File: src/rtl/status_queue.sv
module status_queue #(
  parameter int WIDTH     = 16,
  parameter int MAX_DEPTH = 8,
  localparam int AW = (MAX_DEPTH > 1) ? $clog2(MAX_DEPTH) : 1,
  localparam int CW = $clog2(MAX_DEPTH + 1)
) (
  input  logic             clk,
  input  logic             rst_n,
  input  logic             push_valid,
  input  logic [WIDTH-1:0] push_data,
  input  logic             pop_rd,
  input  logic             peek_rd,
  input  logic [CW-1:0]    cfg_limit,
  output logic [WIDTH-1:0] rd_data,
  output logic [CW-1:0]    count,
  output logic             empty,
  output logic             full,
  output logic             overflow
);

  logic [WIDTH-1:0] mem [MAX_DEPTH];
  logic [AW-1:0]    wr_ptr, rd_ptr;
  logic [CW-1:0]    cnt_q, lim;
  logic             do_pop, do_push, room;

  assign lim     = (cfg_limit == '0 || cfg_limit > CW'(MAX_DEPTH)) ? CW'(MAX_DEPTH) : cfg_limit;
  assign empty   = (cnt_q == '0);
  assign full    = (cnt_q >= lim);
  assign count   = cnt_q;
  assign do_pop  = pop_rd && !empty;
  assign room    = ({1'b0, cnt_q} - {{CW{1'b0}}, do_pop}) < {1'b0, lim};
  assign do_push = push_valid && room;

  function automatic logic [AW-1:0] bump(input logic [AW-1:0] p);
    return (p == AW'(MAX_DEPTH - 1)) ? '0 : p + 1'b1;
  endfunction

  always_ff @(posedge clk) begin
    if (do_push) mem[wr_ptr] <= push_data;
  end

  always_ff @(posedge clk or negedge rst_n) begin
    if (!rst_n) begin
      wr_ptr   <= '0;
      rd_ptr   <= '0;
      cnt_q    <= '0;
      rd_data  <= '0;
      overflow <= 1'b0;
    end else begin
      if (do_push) wr_ptr <= bump(wr_ptr);
      if (do_pop)  rd_ptr <= bump(rd_ptr);
      if (do_push && !do_pop)      cnt_q <= cnt_q + 1'b1;
      else if (do_pop && !do_push) cnt_q <= cnt_q - 1'b1;
      if (pop_rd || peek_rd) rd_data <= empty ? '0 : mem[rd_ptr];
      if (push_valid && !room) overflow <= 1'b1;
    end
  end

endmodule

File: config.mk
export PLATFORM = sky130hd
export DESIGN_NAME = status_queue
export DESIGN_NICKNAME = d
export VERILOG_FILES = /design/src/rtl/status_queue.sv
export SDC_FILE = /design/constraint.sdc
export NUM_CORES = 1
export LEC_CHECK = 0
export ABC_AREA = 1
export BUFFER_PORTS_ARGS = -buffer_cell sky130_fd_sc_hd__buf_2
export CELL_PAD_IN_SITES_DETAIL_PLACEMENT = 0
export CELL_PAD_IN_SITES_GLOBAL_PLACEMENT = 1
export CORE_MARGIN = 4
export CORE_UTILIZATION = 35
export CTS_BUF_LIST = sky130_fd_sc_hd__clkbuf_4
export DETAILED_ROUTE_END_ITERATION = 8
export GPL_TIMING_DRIVEN = 0
export PLACE_DENSITY = 0.68
export SYNTH_ARGS = -nofsm -noshare
export SYNTH_HDL_FRONTEND = slang
export SYNTH_SLANG_ARGS = --single-unit
File: constraint.sdc
create_clock -name clk -period 5 [get_ports clk]
set_input_delay 0.5 -clock clk [delete_from_list [all_inputs] [get_ports clk]]
set_output_delay 0.5 -clock clk [all_outputs]
set_load 0.005 [all_outputs]
==> results.yml, run 1 <==
worst_setup_path:
  path_cells: "or2_4 -> nor3_4 -> nor2_1 -> ha_1 -> ha_1 -> xor2_1 -> ha_1 -> a21o_1 -> a21oi_2 -> nand3_2 -> inv_1 -> ha_1 -> inv_1 -> ha_1 -> a21oi_1 -> nand2_1 -> a21oi_1 -> o21ai_0 -> nand2_1 -> nand2_1"
  cp-end-kind: "flop"
  path_max_fanout: 8
  critPathSlowestCell: "dfrtp_1"
  crit_buf_inv: 2
  cp.required_ns: 5.46
  cpLargestDelayFamily: "adder cells"
  critPathMaxStageDelay_ns: 0.47
  worst_setup_path_start_kind: "flop"
  crit_type: "flop to flop"
  cp.arrival_ns: 4.67
  crit_top_cell: "ha_1"
placement:
  place_hpwl_um: 10800
  pre_cts_ws_ns: 0.746
  dp.cells: 822
  gp_congestion: 0.751
  io_buffers: 47
grt:
  grt-ovfl-total: 0
  antenna_found_initial: 0
  grt_pass1_vias: 4294
  grt_pass1_wl_um: 24400
  grt_use_total: 0.159
  grt_max_degree: 28
timing:
  hold_slack_ns: 0.206
  slew_headroom: 0.519
  finClkSkew_ns: 0.0154
  rsz0062_at_grt: "false"
  max_freq_mhz: 238
  period_share: 0.842
  slew_violations: 0
  tns_ns: 0
  finalSetupViolCount: 0
  final-hold-violation-count: 0
  worst_pin_slew_ns: 0.721
  period_minus_slack_ns: 4.21
  postLayoutSetupSlackWorst_ns: 0.791
flow_run:
  cap_violations: 0
cts:
  cts_resized: 0
  cts_buffers: 17
  clk_pin_slew_ns: 0.13
  clk_latency_ns: 0.56
  cts.sinks: 155
  cts_tree: "yes"
  ctsRootBufferMaster: "clkbuf_4"
  cts_max_level: 4
  clk_path_buf_depth: 2
yosys:
  synth_edf_count: 128
  synthCells: 538
  syn_area_mm2: 0.00650
  ys_seq_area_frac: 0.695
  synth-seq-cells: 155
  yosys_warnings: 0
  synthesis.nets: 580
  yosysUniqueCellTypes: 30
  syn_avg_cell_area_um2: 12.1
  synthFlopType: "edfxtp_1"
  synth-async-reset-ratio: 0.174
finish:
  fin_cells: 855
  diodes: 0
  layout-drive-gt1-share: 0.196
  regArea_mm2: 0.00452
  final_nets: 655
  multi_input_area_mm2: 0.00178
  area_growth_pct: 14.5
  nFillCells: 1722
route:
  wl_per_cell_um: 18.2
  met1_length_um: 6840
  wl_um: 15500
  vias: 4274
  highest_layer: "met4"
  dr.pass1.iters: 5
  wl_met2_um: 7820
  drc: 0
  drt_iter0_drc: 290
  ant_nets: 0
  avgViaCountPerCell: 5.00
  wl_met3_um: 680
floorplan:
  dieArea_mm2: 0.0208
  core.rowCount: 49
  die_h_um: 144
  design.core.area_mm2: 0.0181
  start_util: 0.359
  die_w_um: 144
  ioPinCount: 48
pwr:
  peakVddDrop_uv: 205
  p_per_area_mw_per_mm2: 554
  power.leakage_uw: 0.00278
  power.total_uw: 4120
hold_path:
  hp-class: "input port to flop"
status:
  status: "finished clean"
## kinds of logic (layout without fill, tap and decap cells)
kind of cell / count (synthesis) / after routing / synth area share
AO/OA/AOI/OAI: 110 / 110 / 0.0987
XOR/XNOR: 4 / 4 / 0.00539
adder cells (fa/ha/maj): 17 / 17 / 0.0339
buffers and inverters: 47 / 135 / 0.0343
flip-flops: 155 / 155 / 0.695
AND/OR/NAND/NOR: 205 / 205 / 0.133
## final cells by class
cell class	instances	share of cell area
timing repair buffer	56	0.0486
clock inverter	12	0.0165
inverter	21	0.0106
clock buffer	20	0.0202
multi-input combinational	336	0.239
sequential	155	0.607
tap	229	0.0385
buffer	26	0.0193
## synth_stat cells, types with 2 or more instances
cell type / instances / share of area
buf_4: 6 / 0.0069
clkbuf_2: 3 / 0.0023
xor2_1: 2 / 0.0027
and3_2: 2 / 0.0023
o21ai_0: 69 / 0.053
clkbuf_1: 6 / 0.0035
a21oi_1: 5 / 0.0038
nor2_2: 2 / 0.0019
inv_1: 20 / 0.012
nand4_1: 5 / 0.0048
buf_2: 10 / 0.0077
nand2_1: 53 / 0.031
edfxtp_1: 128 / 0.59
nand3_1: 24 / 0.018
nor2_1: 113 / 0.065
dfrtp_1: 27 / 0.10
o211ai_1: 34 / 0.039
xnor2_1: 2 / 0.0027
ha_1: 16 / 0.031
## power breakdown
| group | internal [uW] | switching, uW |
|---|---|---|
| logic | 572 | 1030 |
| registers | 1650 | 124 |
| clock network | 309 | 438 |
## state kept, by name (all words and copies together) (netlist names)
name,cells
wr_ptr,3
rd_ptr,3
mem,128
count,4
rd_data,16
overflow,1
## worst paths after layout
| check | startpoint | to | slack [ns] | depth (start not counted) |
|---|---|---|---|---|
| max | count[1]$_DFFE_PN0P_ | count[3]$_DFFE_PN0P_ | 0.79 | 20 |
| min | push_data[2] | mem[5][2]$_DFFE_PP_ | 0.21 | 1 |
| max reg2reg | count[1]$_DFFE_PN0P_ | count[3]$_DFFE_PN0P_ | 0.79 | 20 |
| min reg2reg | overflow$_DFFE_PN0P_ | overflow$_DFFE_PN0P_ | 0.47 | 2 |
| max in group asynchronous | rst_n | wr_ptr[1]$_DFFE_PN0P_ | 4.01 | 2 |
| min in group asynchronous | rst_n | rd_data[2]$_DFFE_PN0P_ | 0.52 | 2 |
## stage by stage
step           instance area (um^2)  utilization
2_1_floorplan                  6500            -
3_3_place_gp                   7020        0.388
3_5_place_dp                   7160        0.396
4_1_cts                        7440        0.411
5_1_grt                        7440        0.411
6_report                       7440        0.411
## cells in the final DEF (no fill, tap or decap), types with 3 or more instances in the layout
cell type and count:
a21oi_1 5, buf_2 57, buf_4 6, buf_8 7
clkbuf_1 6, clkbuf_2 3, clkbuf_4 20, clkinv_1 4
dfrtp_1 27, edfxtp_1 128, ha_1 16, inv_1 20
nand2_1 53, nand3_1 24, nand4_1 5, nor2_1 105
nor2_2 10, o211ai_1 34, o21ai_0 69
## routing by layer
layer | track usage | vias to the layer above
li1 | - | 2072
met1 | 0.205 | 2076
met2 | 0.269 | 111
met3 | 0.0380 | 15
met4 | 0.0427 | 0
met5 | 0 | -
## what timing repair did
| item | in CTS | in global routing |
|---|---|---|
| hold buffers | 1 | 0 |
| buffers inserted | 0 | 0 |
| endpoints found under the hold margin | 27 | 0 |
| setup endpoints to repair | 0 | 0 |
Power figures use the tool's default switching activity.
==> run 2: changes to the inputs <==
==> constraint.sdc (replaced) <==
create_clock -name clk -period 4 [get_ports clk]
set_input_delay 0.4 -clock clk [delete_from_list [all_inputs] [get_ports clk]]
set_output_delay 0.4 -clock clk [all_outputs]
set_load 0.005 [all_outputs]
==> run 2 against run 1 <==
  * Die area unchanged
  * Wire length up 0.97%
  * Global-route usage about the same
  * First-iteration DRC count up 5.2%
  * Cell count up 0.82%
  * Utilization up 0.52 points
  * Sequential cell count unchanged
  * Largest cell class unchanged
  * Sequential power up 25%
==> results.yml, run 2 (synthesized netlist as in run 1, its figures left out) <==
status:
  status: "finished clean"
placement:
  place_area_mm2: 0.00716
  place_hpwl_um: 10800
  io_buffers: 47
  gp_congestion: 0.751
  pre_cts_ws_ns: -0.254
worst_setup_path:
  timing.rr.start: "count[1]$_DFFE_PN0P_"
  worst_setup_path_start_kind: "flop"
  critPathMaxStageDelay_ns: 0.46
  r2r-end: "count[3]$_DFFE_PN0P_"
  path_max_fanout: 8
  crit_type: "flop to flop"
  reg2regPathDepth: 20
  path_cells: "or2_4 -> nor3_4 -> nor2_4 -> ha_1 -> ha_1 -> xor2_1 -> ha_1 -> a21o_1 -> a21oi_4 -> nand3_4 -> inv_1 -> ha_1 -> inv_2 -> ha_4 -> a21oi_1 -> nand2_1 -> a21oi_2 -> o21ai_0 -> nand2_1 -> nand2_1"
  cp-end-kind: "flop"
  r2r_setup_slack_ns: 0.29
  cp.arrival_ns: 4.16
  crit_top_cell: "ha_1"
  critPathSlowestCell: "dfrtp_2"
  cp.required_ns: 4.45
pwr:
  peakVddDrop_uv: 259
  p_per_area_mw_per_mm2: 698
  pwr-share-seq: 0.421
  clockPowerShare: 0.177
  p_comb_frac: 0.403
  p_int_uw: 3230
  power.leakage_uw: 0.00282
  p_sw_uw: 2030
  p_sw_frac: 0.386
  power.total_uw: 5260
grt:
  grt_pass1_vias: 4302
  grt-ovfl-total: 0
  grt_pass1_wl_um: 24400
  grt_use_total: 0.159
  antenna_found_initial: 0
  grt_max_degree: 28
hold_path:
  hp-class: "input port to flop"
  worstHoldStart: "push_data[13]"
  min_path_cells: 1
  worst_hold_path.endpoint: "mem[3][13]$_DFFE_PP_"
route:
  ant_nets: 0
  dr.pass1.iters: 5
  wl_um: 15700
  wl_per_cell_um: 18.2
  drt_iter0_drc: 305
  avgViaCountPerCell: 4.99
  drc: 0
  vias: 4299
finish:
  layout-drive-gt1-share: 0.215
  diodes: 0
  final_cell_mix: "128 x edfxtp_1, 104 x nor2_1, 69 x o21ai_0"
  multi_input_area_mm2: 0.00182
  largest_register_ff_count: 128
  regMostFlops: "mem"
  layout_commonest_cell: "edfxtp_1"
  final_core_util: 0.417
  final_nets: 662
  finalInstanceArea_mm2: 0.00754
  nFillCells: 1716
  regArea_mm2: 0.00452
  area_growth_pct: 15.9
timing:
  final-hold-violation-count: 0
  worst_pin_slew_ns: 0.721
  slew_violations: 0
  rsz0062_at_grt: "false"
  max_freq_mhz: 270
  hold_slack_ns: 0.114
  finalSetupViolCount: 0
  finClkSkew_ns: 0.0119
  period_minus_slack_ns: 3.71
  slew_headroom: 0.519
  period_share: 0.927
  postLayoutSetupSlackWorst_ns: 0.292
floorplan:
  dieArea_mm2: 0.0208
  die_w_um: 144
  start_util: 0.359
  core.rowCount: 49
  die_h_um: 144
  design.core.area_mm2: 0.0181
  ioPinCount: 48
cts:
  cts.sinks: 155
  ctsRootBufferMaster: "clkbuf_4"
  clk_path_buf_depth: 2
  cts_buffers: 17
  cts_tree: "yes"
  clk_pin_slew_ns: 0.12
  cts_max_level: 4
  clk_latency_ns: 0.56
flow_run:
  cap_violations: 0
## run 2: cell types whose count changed in the layout (fill, tap and decap cells not counted), sizes merged
cell	change
buf	+7
## run 2: area by class of cell
class                           instances  area share
Sequential cell                       155       0.600
Multi-Input combinational cell        336       0.241
Clock buffer                           20      0.0199
Clock inverter                         12      0.0163
Buffer                                 26      0.0191
Tap cell                              229      0.0380
Inverter                               21      0.0105
Timing Repair Buffer                   63      0.0550
## run 2: per-layer routing
metal  wire [um]  share of wire  GRT usage
met1        6840           0.44      0.205
met4         210          0.013     0.0427
met3         729          0.046     0.0380
met2        7910           0.50      0.270
met5           0              0          0
## run 2: power groups by stage
stage / Combinational (uW) / Sequential, uW / Clock (uW)
3_5_place_dp: 2040 / 2250 / 0
6_report: 2120 / 2210 / 931
2_1_floorplan: 1280 / 2240 / 0
4_1_cts: 2090 / 2220 / 957
5_1_grt: 2400 / 2250 / 1030
3_3_place_gp: 1900 / 2260 / 0
## run 2: worst max-delay path, delay by kind of cell, from the launching register on
kind                       cells  cell delay [ns]
and+or+nand+nor                7             0.96
adders and majority gates      5             1.08
DFF                            1             0.46
xor gates and xnor gates       1             0.14
AOI/OAI and AO/OA              5             0.79
buffers and inverters          2             0.17
## run 2: stage by stage
stage          instances  setup TNS [ns]
3_3_place_gp         814          -53.32
3_5_place_dp         822          -0.254
2_1_floorplan        538               0
6_report             862               0
4_1_cts              857               0
5_1_grt              862               0
## run 2: worst max path at each step
stage	cells past startpoint	end	start
6_report	20	count[3]$_DFFE_PN0P_	count[1]$_DFFE_PN0P_
5_1_grt	20	count[3]$_DFFE_PN0P_	count[1]$_DFFE_PN0P_
4_1_cts	20	count[3]$_DFFE_PN0P_	count[1]$_DFFE_PN0P_
3_5_place_dp	20	count[3]$_DFFE_PN0P_	count[1]$_DFFE_PN0P_
3_3_place_gp	11	mem[4][9]$_DFFE_PP_	count[1]$_DFFE_PN0P_
2_1_floorplan	20	count[3]$_DFFE_PN0P_	count[1]$_DFFE_PN0P_
## run 2: timing repair
item,in CTS,in global routing
pin swaps,2,1
setup buffers,2,5
hold buffers,1,0
gates resized for setup,5,4
endpoints found under the setup margin,1,1
endpoints found under the hold margin,27,0
